[src/rtl/cell_router_pkg.sv]
package cell_router_pkg;

  typedef enum logic [1:0] {
    RM_OUT_UNI = 2'd0,
    RM_OUT_MC  = 2'd1,
    RM_IN_MASK = 2'd2,
    RM_IN_UNI  = 2'd3
  } route_mode_e;

  localparam logic [1:0] CFG_LEN  = 2'd0;
  localparam logic [1:0] CFG_ID   = 2'd1;
  localparam logic [1:0] CFG_MODE = 2'd2;
  localparam logic [1:0] CFG_MASK = 2'd3;

endpackage

[src/rtl/cr_cfg_regs.sv]
module cr_cfg_regs
  import cell_router_pkg::*;
#(
  parameter int NQ      = 4,
  parameter int ID_W    = 3,
  parameter int LEN_W   = 8,
  parameter int CFG_W   = 8,
  parameter int MIN_LEN = 16,
  parameter int MAX_LEN = 128
) (
  input  logic              clk,
  input  logic              rst_n,
  input  logic              cfg_we,
  input  logic [1:0]        cfg_sel,
  input  logic [CFG_W-1:0]  cfg_wdata,
  output logic [LEN_W-1:0]  cell_len,
  output logic [ID_W-1:0]   chip_id,
  output route_mode_e       mode,
  output logic              wide,
  output logic [NQ-1:0]     mc_mask
);

  localparam logic [CFG_W-1:0] MIN_C = CFG_W'(MIN_LEN);
  localparam logic [CFG_W-1:0] MAX_C = CFG_W'(MAX_LEN);

  // clamp the requested byte count into the legal window
  logic [CFG_W-1:0] len_clamped;
  always_comb begin
    if (cfg_wdata < MIN_C)      len_clamped = MIN_C;
    else if (cfg_wdata > MAX_C) len_clamped = MAX_C;
    else                        len_clamped = cfg_wdata;
  end

  always_ff @(posedge clk) begin
    if (!rst_n) begin
      cell_len <= LEN_W'(MIN_LEN);
      chip_id  <= '0;
      mode     <= RM_OUT_UNI;
      wide     <= 1'b0;
      mc_mask  <= NQ'(1);
    end else if (cfg_we) begin
      unique case (cfg_sel)
        CFG_LEN:  cell_len <= LEN_W'(len_clamped);
        CFG_ID:   chip_id  <= cfg_wdata[ID_W-1:0];
        CFG_MODE: begin
          mode <= route_mode_e'(cfg_wdata[1:0]);
          wide <= cfg_wdata[2];
        end
        CFG_MASK: mc_mask  <= cfg_wdata[NQ-1:0];
        default: ;
      endcase
    end
  end

endmodule

[src/rtl/cr_route_sel.sv]
module cr_route_sel
  import cell_router_pkg::*;
#(
  parameter int NQ     = 4,
  parameter int ADDR_W = 5,
  parameter int QB     = $clog2(NQ),
  parameter int ID_W   = ADDR_W - QB
) (
  input  route_mode_e        mode,
  input  logic [ID_W-1:0]    chip_id,
  input  logic [NQ-1:0]      mc_mask,
  input  logic [ADDR_W-1:0]  addr,
  input  logic [NQ-1:0]      route_word,
  output logic [NQ-1:0]      dest,
  output logic               hit
);

  always_comb begin
    hit  = (addr[ADDR_W-1:QB] == chip_id);
    dest = '0;
    unique case (mode)
      RM_OUT_UNI: dest[addr[QB-1:0]]       = 1'b1;
      RM_OUT_MC:  dest                     = mc_mask;
      RM_IN_MASK: dest                     = route_word;
      RM_IN_UNI:  dest[route_word[QB-1:0]] = 1'b1;
      default:    dest                     = '0;
    endcase
  end

endmodule

[src/rtl/cr_cell_ctr.sv]
module cr_cell_ctr #(
  parameter int LEN_W = 8
) (
  input  logic              clk,
  input  logic              rst_n,
  input  logic              start,
  input  logic              step,
  input  logic [LEN_W-1:0]  beats,
  output logic              in_cell,
  output logic              last
);

  logic [LEN_W-1:0] cnt;
  logic [LEN_W-1:0] beats_q;

  // a continuation beat closes the cell when it is beat number beats_q-1
  assign last = step && (cnt == beats_q - 1'b1);

  always_ff @(posedge clk) begin
    if (!rst_n) begin
      in_cell <= 1'b0;
      cnt     <= '0;
      beats_q <= '0;
    end else if (start) begin
      in_cell <= 1'b1;
      cnt     <= LEN_W'(1);
      beats_q <= beats;
    end else if (step) begin
      cnt <= cnt + 1'b1;
      if (last) in_cell <= 1'b0;
    end
  end

endmodule

[src/rtl/cell_router.sv]
module cell_router
  import cell_router_pkg::*;
#(
  parameter int NQ      = 4,
  parameter int ADDR_W  = 5,
  parameter int DATA_W  = 18,
  parameter int LEN_W   = 8,
  parameter int MIN_LEN = 16,
  parameter int MAX_LEN = 128
) (
  input  logic              clk,
  input  logic              rst_n,
  input  logic              cfg_we,
  input  logic [1:0]        cfg_sel,
  input  logic [7:0]        cfg_wdata,
  input  logic              in_valid,
  output logic              in_ready,
  input  logic              in_sop,
  input  logic [ADDR_W-1:0] in_addr,
  input  logic [DATA_W-1:0] in_data,
  input  logic [NQ-1:0]     q_space,
  output logic [NQ-1:0]     q_wr,
  output logic [DATA_W-1:0] q_data,
  output logic              q_sop,
  output logic              q_eoc,
  output logic [NQ-1:0]     q_abort,
  output logic              sop_err
);

  localparam int QB     = $clog2(NQ);
  localparam int ID_W   = ADDR_W - QB;
  localparam int BYTE_W = DATA_W / 2;

  logic [LEN_W-1:0] cfg_len;
  logic [ID_W-1:0]  cfg_id;
  route_mode_e      cfg_mode;
  logic             cfg_wide;
  logic [NQ-1:0]    cfg_mask;

  cr_cfg_regs #(
    .NQ(NQ), .ID_W(ID_W), .LEN_W(LEN_W), .CFG_W(8),
    .MIN_LEN(MIN_LEN), .MAX_LEN(MAX_LEN)
  ) u_cfg (
    .clk(clk), .rst_n(rst_n), .cfg_we(cfg_we), .cfg_sel(cfg_sel),
    .cfg_wdata(cfg_wdata), .cell_len(cfg_len), .chip_id(cfg_id),
    .mode(cfg_mode), .wide(cfg_wide), .mc_mask(cfg_mask)
  );

  logic [NQ-1:0] sel_dest;
  logic          sel_hit;

  cr_route_sel #(.NQ(NQ), .ADDR_W(ADDR_W), .QB(QB), .ID_W(ID_W)) u_sel (
    .mode(cfg_mode), .chip_id(cfg_id), .mc_mask(cfg_mask),
    .addr(in_addr), .route_word(in_data[NQ-1:0]),
    .dest(sel_dest), .hit(sel_hit)
  );

  logic keep;
  logic space_ok;
  logic fire;
  logic start;
  logic step;
  logic err;
  logic in_cell;
  logic last;
  logic [LEN_W:0]   len_p1;
  logic [LEN_W-1:0] beats;

  assign keep     = sel_hit && (sel_dest != '0);
  assign space_ok = &(q_space | ~sel_dest);

  // admission: only a start-of-cell beat may be held back
  always_comb begin
    if (in_sop) in_ready = keep ? space_ok : 1'b1;
    else        in_ready = 1'b1;
  end

  assign fire  = in_valid && in_ready;
  assign start = fire && in_sop;
  assign step  = fire && !in_sop && in_cell;
  assign err   = start && in_cell;

  assign len_p1 = {1'b0, cfg_len} + 1'b1;
  assign beats  = cfg_wide ? len_p1[LEN_W:1] : cfg_len;

  cr_cell_ctr #(.LEN_W(LEN_W)) u_ctr (
    .clk(clk), .rst_n(rst_n), .start(start), .step(step),
    .beats(beats), .in_cell(in_cell), .last(last)
  );

  // per-cell latched routing
  logic [NQ-1:0] cur_dest;
  logic          cell_wide;

  always_ff @(posedge clk) begin
    if (!rst_n) begin
      cur_dest  <= '0;
      cell_wide <= 1'b0;
    end else if (start) begin
      cur_dest  <= keep ? sel_dest : '0;
      cell_wide <= cfg_wide;
    end
  end

  logic [NQ-1:0]     wr_now;
  logic              wide_now;
  logic [DATA_W-1:0] data_now;

  always_comb begin
    if (start)     wr_now = keep ? sel_dest : '0;
    else if (step) wr_now = cur_dest;
    else           wr_now = '0;
    wide_now = start ? cfg_wide : cell_wide;
    data_now = wide_now ? in_data
                        : {{(DATA_W-BYTE_W){1'b0}}, in_data[BYTE_W-1:0]};
  end

  always_ff @(posedge clk) begin
    if (!rst_n) begin
      q_wr    <= '0;
      q_data  <= '0;
      q_sop   <= 1'b0;
      q_eoc   <= 1'b0;
      q_abort <= '0;
      sop_err <= 1'b0;
    end else begin
      q_wr    <= wr_now;
      q_data  <= data_now;
      q_sop   <= start && keep;
      q_eoc   <= last && (cur_dest != '0);
      q_abort <= err ? cur_dest : '0;
      sop_err <= err;
    end
  end

endmodule

[config.mk]
export PLATFORM = sky130hd
export DESIGN_NAME = cell_router
export DESIGN_NICKNAME = d
export VERILOG_FILES = /design/src/rtl/cell_router_pkg.sv /design/src/rtl/cr_cfg_regs.sv /design/src/rtl/cr_route_sel.sv /design/src/rtl/cr_cell_ctr.sv /design/src/rtl/cell_router.sv
export SDC_FILE = /design/constraint.sdc
export NUM_CORES = 1
export LEC_CHECK = 0
export ABC_AREA = 0
export BUFFER_PORTS_ARGS = -buffer_cell sky130_fd_sc_hd__buf_2
export CORE_UTILIZATION = 40
export DETAILED_ROUTE_END_ITERATION = 16
export GPL_TIMING_DRIVEN = 0
export HOLD_SLACK_MARGIN = 0.03
export PLACE_DENSITY = 0.59
export SLEW_MARGIN = 10
export SYNTH_ARGS = -nofsm -noshare
export SYNTH_HDL_FRONTEND = slang
export SYNTH_SLANG_ARGS = --single-unit
[constraint.sdc]
create_clock -name clk -period 6 [get_ports clk]
set_input_delay 0.6 -clock clk [delete_from_list [all_inputs] [get_ports clk]]
set_output_delay 0.6 -clock clk [all_outputs]
set_load 0.02 [all_outputs]
==> flow_summary.yaml <==
outcome:
  result_of_the_run: "finished, final reports clean"
global_routing:
  grt_antenna_before_repair: 0
  pin_count_of_the_biggest_net_entering_global_routing: 13
  wire_length_of_the_first_global_routing_pass_mm: 11.59
  grt_remaining_overflow: 0
  first_global_vias: 2421
  grt_use_total_pct: 17.68
yosys:
  postSynthAreaPerCell_sq_um: 9.219
  ys.flop_type: "sky130_fd_sc_hd__dfxtp_1"
  number_of_standard_cells_after_synthesis: 342
  share_of_the_yosys_chip_area_belonging_to_registers_pct: 43.81
  post_synth_arst_share_pct: 0
  ys.warnings.count: 0
  synth.cell_area_sq_um: 3153
  mappedNetlistNets: 387
  synth.distinct_cells: 56
  ys_ff_latch: 69
  count_of_flip_flops_with_a_built_in_enable_after_synthesis: 0
setup_path:
  path_buf_inv: 1
  critPathMaxStageDelay_ps: 450
  worst-endpoint-required_ps: 5400
  worstRegToRegCells: 6
  endpoint_kind: "primary output"
  critPathArrivalTime_ps: 2360
  path_delay_family: "compound AO/OA/AOI/OAI gates"
  crit_path_max_fanout: 9
  cp_num_cells: 6
  cp_cell_sequence: "or3b_1 > a32oi_1 > o41ai_4 > a21oi_4 > nand2_1 > buf_2"
  crit_type: "reg -> out"
  worst_setup_path_start_kind: "flip-flop"
  timing.critical_path.slowest_stage_cell: "sky130_fd_sc_hd__dfxtp_1"
timing:
  max_slew.worst_pin.slew_ps: 512.6
  timing.clock.skew_ps: 9.818
  final_period_minus_worst_setup_slack_ps: 2959
  setup_slack_ps: 3041
  hold_viol: 0
  maxClockFrequency_mhz: 337.9
  maxSlewViolCount: 0
  rsz0062_at_grt: "false"
  period_share_pct: 49.32
  fin_setup_tns_ps: 0
  slew_headroom_pct: 65.56
  finalSetupViolCount: 0
clocking:
  cts.reportedPaths.clkPinSlew_ps: 80
  numClockSinks: 69
  cts_tree: "done"
  cts_setup_buffers: 0
  cts-resized-gates: 0
  tritoncts_buffers: 9
  clockBufferDepth: 2
  worst_skew_pair.late_latency_ps: 350
  clk_tree_root_cell: "sky130_fd_sc_hd__clkbuf_8"
  cts-hold-fix-buffers: 0
  htreeDepth: 3
layout:
  final_antenna_diode_count: 0
  area_delta_synth_final_pct: 22.98
  stdcell_area_sq_um: 3877
  register_area_sq_um: 1381
  multi_input_comb_area_sq_um: 1668
  layout.filler_cells: 766
  final_layout_size_suffix_gt1_share_pct: 27.57
  fin_nets: 468
placement:
  io_buffer_count: 70
  total_cell_area_at_the_placement_stage_sq_um: 3631
  gp_congestion: 0.8152
  hpwlAfterDp_mm: 5.190
  placement.setup.worst_slack_ps: 3100
die:
  chip_width_um: 90.79
  floorplan.initialDensity_pct: 41.02
  die-height_um: 90.79
  boundaryPins: 72
  fp-row-count: 32
  fp.coreArea_sq_um: 7687
  die-area_sq_um: 8242
routing:
  firstDrtPassIters: 4
  vias: 2715
  drc: 0
  route.antenna.remaining_nets: 0
  wire_per_inst_um: 13.06
  viasPerCell: 5.123
  wl_mm: 6.920
  initialDrtViolationCount: 137
power:
  combPwrFrac_pct: 10.2
  p_clk_share_pct: 44.4
  power_leakage_uw: 0.001622
  cellInternalPower_uw: 800.8
  max-vdd-ir-drop_uv: 169.8
  finalPower_uw: 1051
  power.sequential.fraction_pct: 45.3
  p_switching_uw: 250.3
  power_switching_share_pct: 23.81
  power_per_cell_area_nw_per_um2: 271.1
worst_hold_path:
  whs_path_depth: 2
  timing.hold.worst.class: "in -> reg"
run:
  drv_cap: 0
[registers in the layout (all words and copies together) (netlist names)]
signal and cells:
u_ctr.in_cell 1, q_eoc 1, u_cfg.cell_len 8, q_abort 4, q_data 18, u_cfg.mc_mask 4, u_cfg.chip_id 3, u_ctr.beats_q 8
u_cfg.mode 2, q_sop 1, cur_dest 4, u_cfg.wide 1, sop_err 1, cell_wide 1, q_wr 4, u_ctr.cnt 8
[cell families (layout without fill, tap and decap cells)]
kind of cell               count (synthesis)  in the layout  synth area share, %
AOI/OAI and AO/OA                         72             72                16.43
DFF                                       69             69                43.81
buffers and inverters                     20            106                3.294
muxes                                     13             13                4.127
adders and majority gates                  3              3                1.191
and+or+nand+nor                          143            143                25.04
xor gates and xnor gates                  22             22                6.111
[cell type report]
cell class / count / share of cell area [%]
buffer: 15 / 2.194
clock buffer: 10 / 3.550
clock inverter: 6 / 2.807
inverter: 5 / 0.4840
multi-input combinational: 253 / 43.01
sequential: 69 / 35.62
tap: 102 / 3.291
timing repair buffer: 70 / 9.035
[Yosys cell counts (3+ instances only)]
cell                       instances  area share, %
sky130_fd_sc_hd__a31oi_1           3           0.60
sky130_fd_sc_hd__nor2_2           10            2.0
sky130_fd_sc_hd__ha_1              3            1.2
sky130_fd_sc_hd__nor2_1           29            3.5
sky130_fd_sc_hd__nand3_1          20            3.2
sky130_fd_sc_hd__a21oi_1          17            2.7
sky130_fd_sc_hd__mux2i_1          13            4.1
sky130_fd_sc_hd__nand2b_2          3           0.83
sky130_fd_sc_hd__o21ai_1          12            1.9
sky130_fd_sc_hd__nand3b_1          6            1.4
sky130_fd_sc_hd__or3_1             4           0.79
sky130_fd_sc_hd__a32o_1            4            1.3
sky130_fd_sc_hd__inv_1             5           0.60
sky130_fd_sc_hd__o211ai_1          5            1.2
sky130_fd_sc_hd__nor3_1            5           0.79
sky130_fd_sc_hd__a22oi_1           5            1.2
sky130_fd_sc_hd__and3_1            3           0.60
sky130_fd_sc_hd__nand4_1           3           0.60
sky130_fd_sc_hd__dfxtp_1          69             44
sky130_fd_sc_hd__xor2_1           10            2.8
sky130_fd_sc_hd__and2_1           11            2.2
sky130_fd_sc_hd__and4_1            4            1.1
sky130_fd_sc_hd__clkbuf_1         10            1.2
sky130_fd_sc_hd__xnor2_1          12            3.3
sky130_fd_sc_hd__a32oi_1           5            1.4
sky130_fd_sc_hd__o21ai_0           6           0.95
sky130_fd_sc_hd__nand2_1          27            3.2
[layout by cell type (no fill, tap or decap), types with 6 or more instances in the layout]
cell                       count
sky130_fd_sc_hd__a21oi_1      17
sky130_fd_sc_hd__and2_1       11
sky130_fd_sc_hd__buf_2        71
sky130_fd_sc_hd__clkbuf_1     10
sky130_fd_sc_hd__clkbuf_8     10
sky130_fd_sc_hd__dfxtp_1      69
sky130_fd_sc_hd__mux2i_1      13
sky130_fd_sc_hd__nand2_1      27
sky130_fd_sc_hd__nand3_1      20
sky130_fd_sc_hd__nand3b_1      6
sky130_fd_sc_hd__nor2_1       29
sky130_fd_sc_hd__nor2_2       10
sky130_fd_sc_hd__o21ai_0       6
sky130_fd_sc_hd__o21ai_1      12
sky130_fd_sc_hd__xnor2_1      12
sky130_fd_sc_hd__xor2_1       10
[per-layer routing]
metal  vias up  share of wire [%]  global-route usage [%]
li1       1392                  -                       -
met1      1252                 48                   23.75
met2        64                 47                   27.40
met3         7                4.4                   3.956
met4         0                1.2                   7.143
met5         -                  0                       0
[power by group through the flow]
stage / clock (uW) / combinational [uW] / sequential (uW)
6_report: 467 / 108 / 476
4_1_cts: 482 / 109 / 476
5_1_grt: 499 / 120 / 478
2_1_floorplan: 0 / 66.5 / 491
3_5_place_dp: 0 / 108 / 487
3_3_place_gp: 0 / 107 / 487
[path summary, 6_finish.rpt]
path	endpoint	slack [ps]	from
min	q_data[8]$_SDFF_PN0_	460	in_data[8]
max	in_ready	3040	u_cfg.mode[1]$_SDFFE_PN0P_
max reg2reg	q_abort[3]$_SDFF_PN0_	3780	u_cfg.mode[1]$_SDFFE_PN0P_
min reg2reg	q_wr[0]$_SDFF_PN0_	490	cur_dest[0]$_SDFFE_PN0P_
[worst register-to-register path, stage by stage (launching register included)]
cell,delay (ps)
sky130_fd_sc_hd__dfxtp_1,450
sky130_fd_sc_hd__or3b_1,390
sky130_fd_sc_hd__a32oi_1,390
sky130_fd_sc_hd__o41ai_4,190
sky130_fd_sc_hd__a21oi_4,340
sky130_fd_sc_hd__nor2_4,120
sky130_fd_sc_hd__and4_1,230
[per-stage QoR]
stage	utilization, %	cells	hold WS (ps)
2_1_floorplan	-	342	454.6
3_3_place_gp	47.23	514	476.7
3_5_place_dp	47.23	514	482.3
4_1_cts	50.44	530	439.9
5_1_grt	50.44	530	450.2
6_report	50.44	530	457.7
Note: power is estimated with default switching activity, not from simulation.
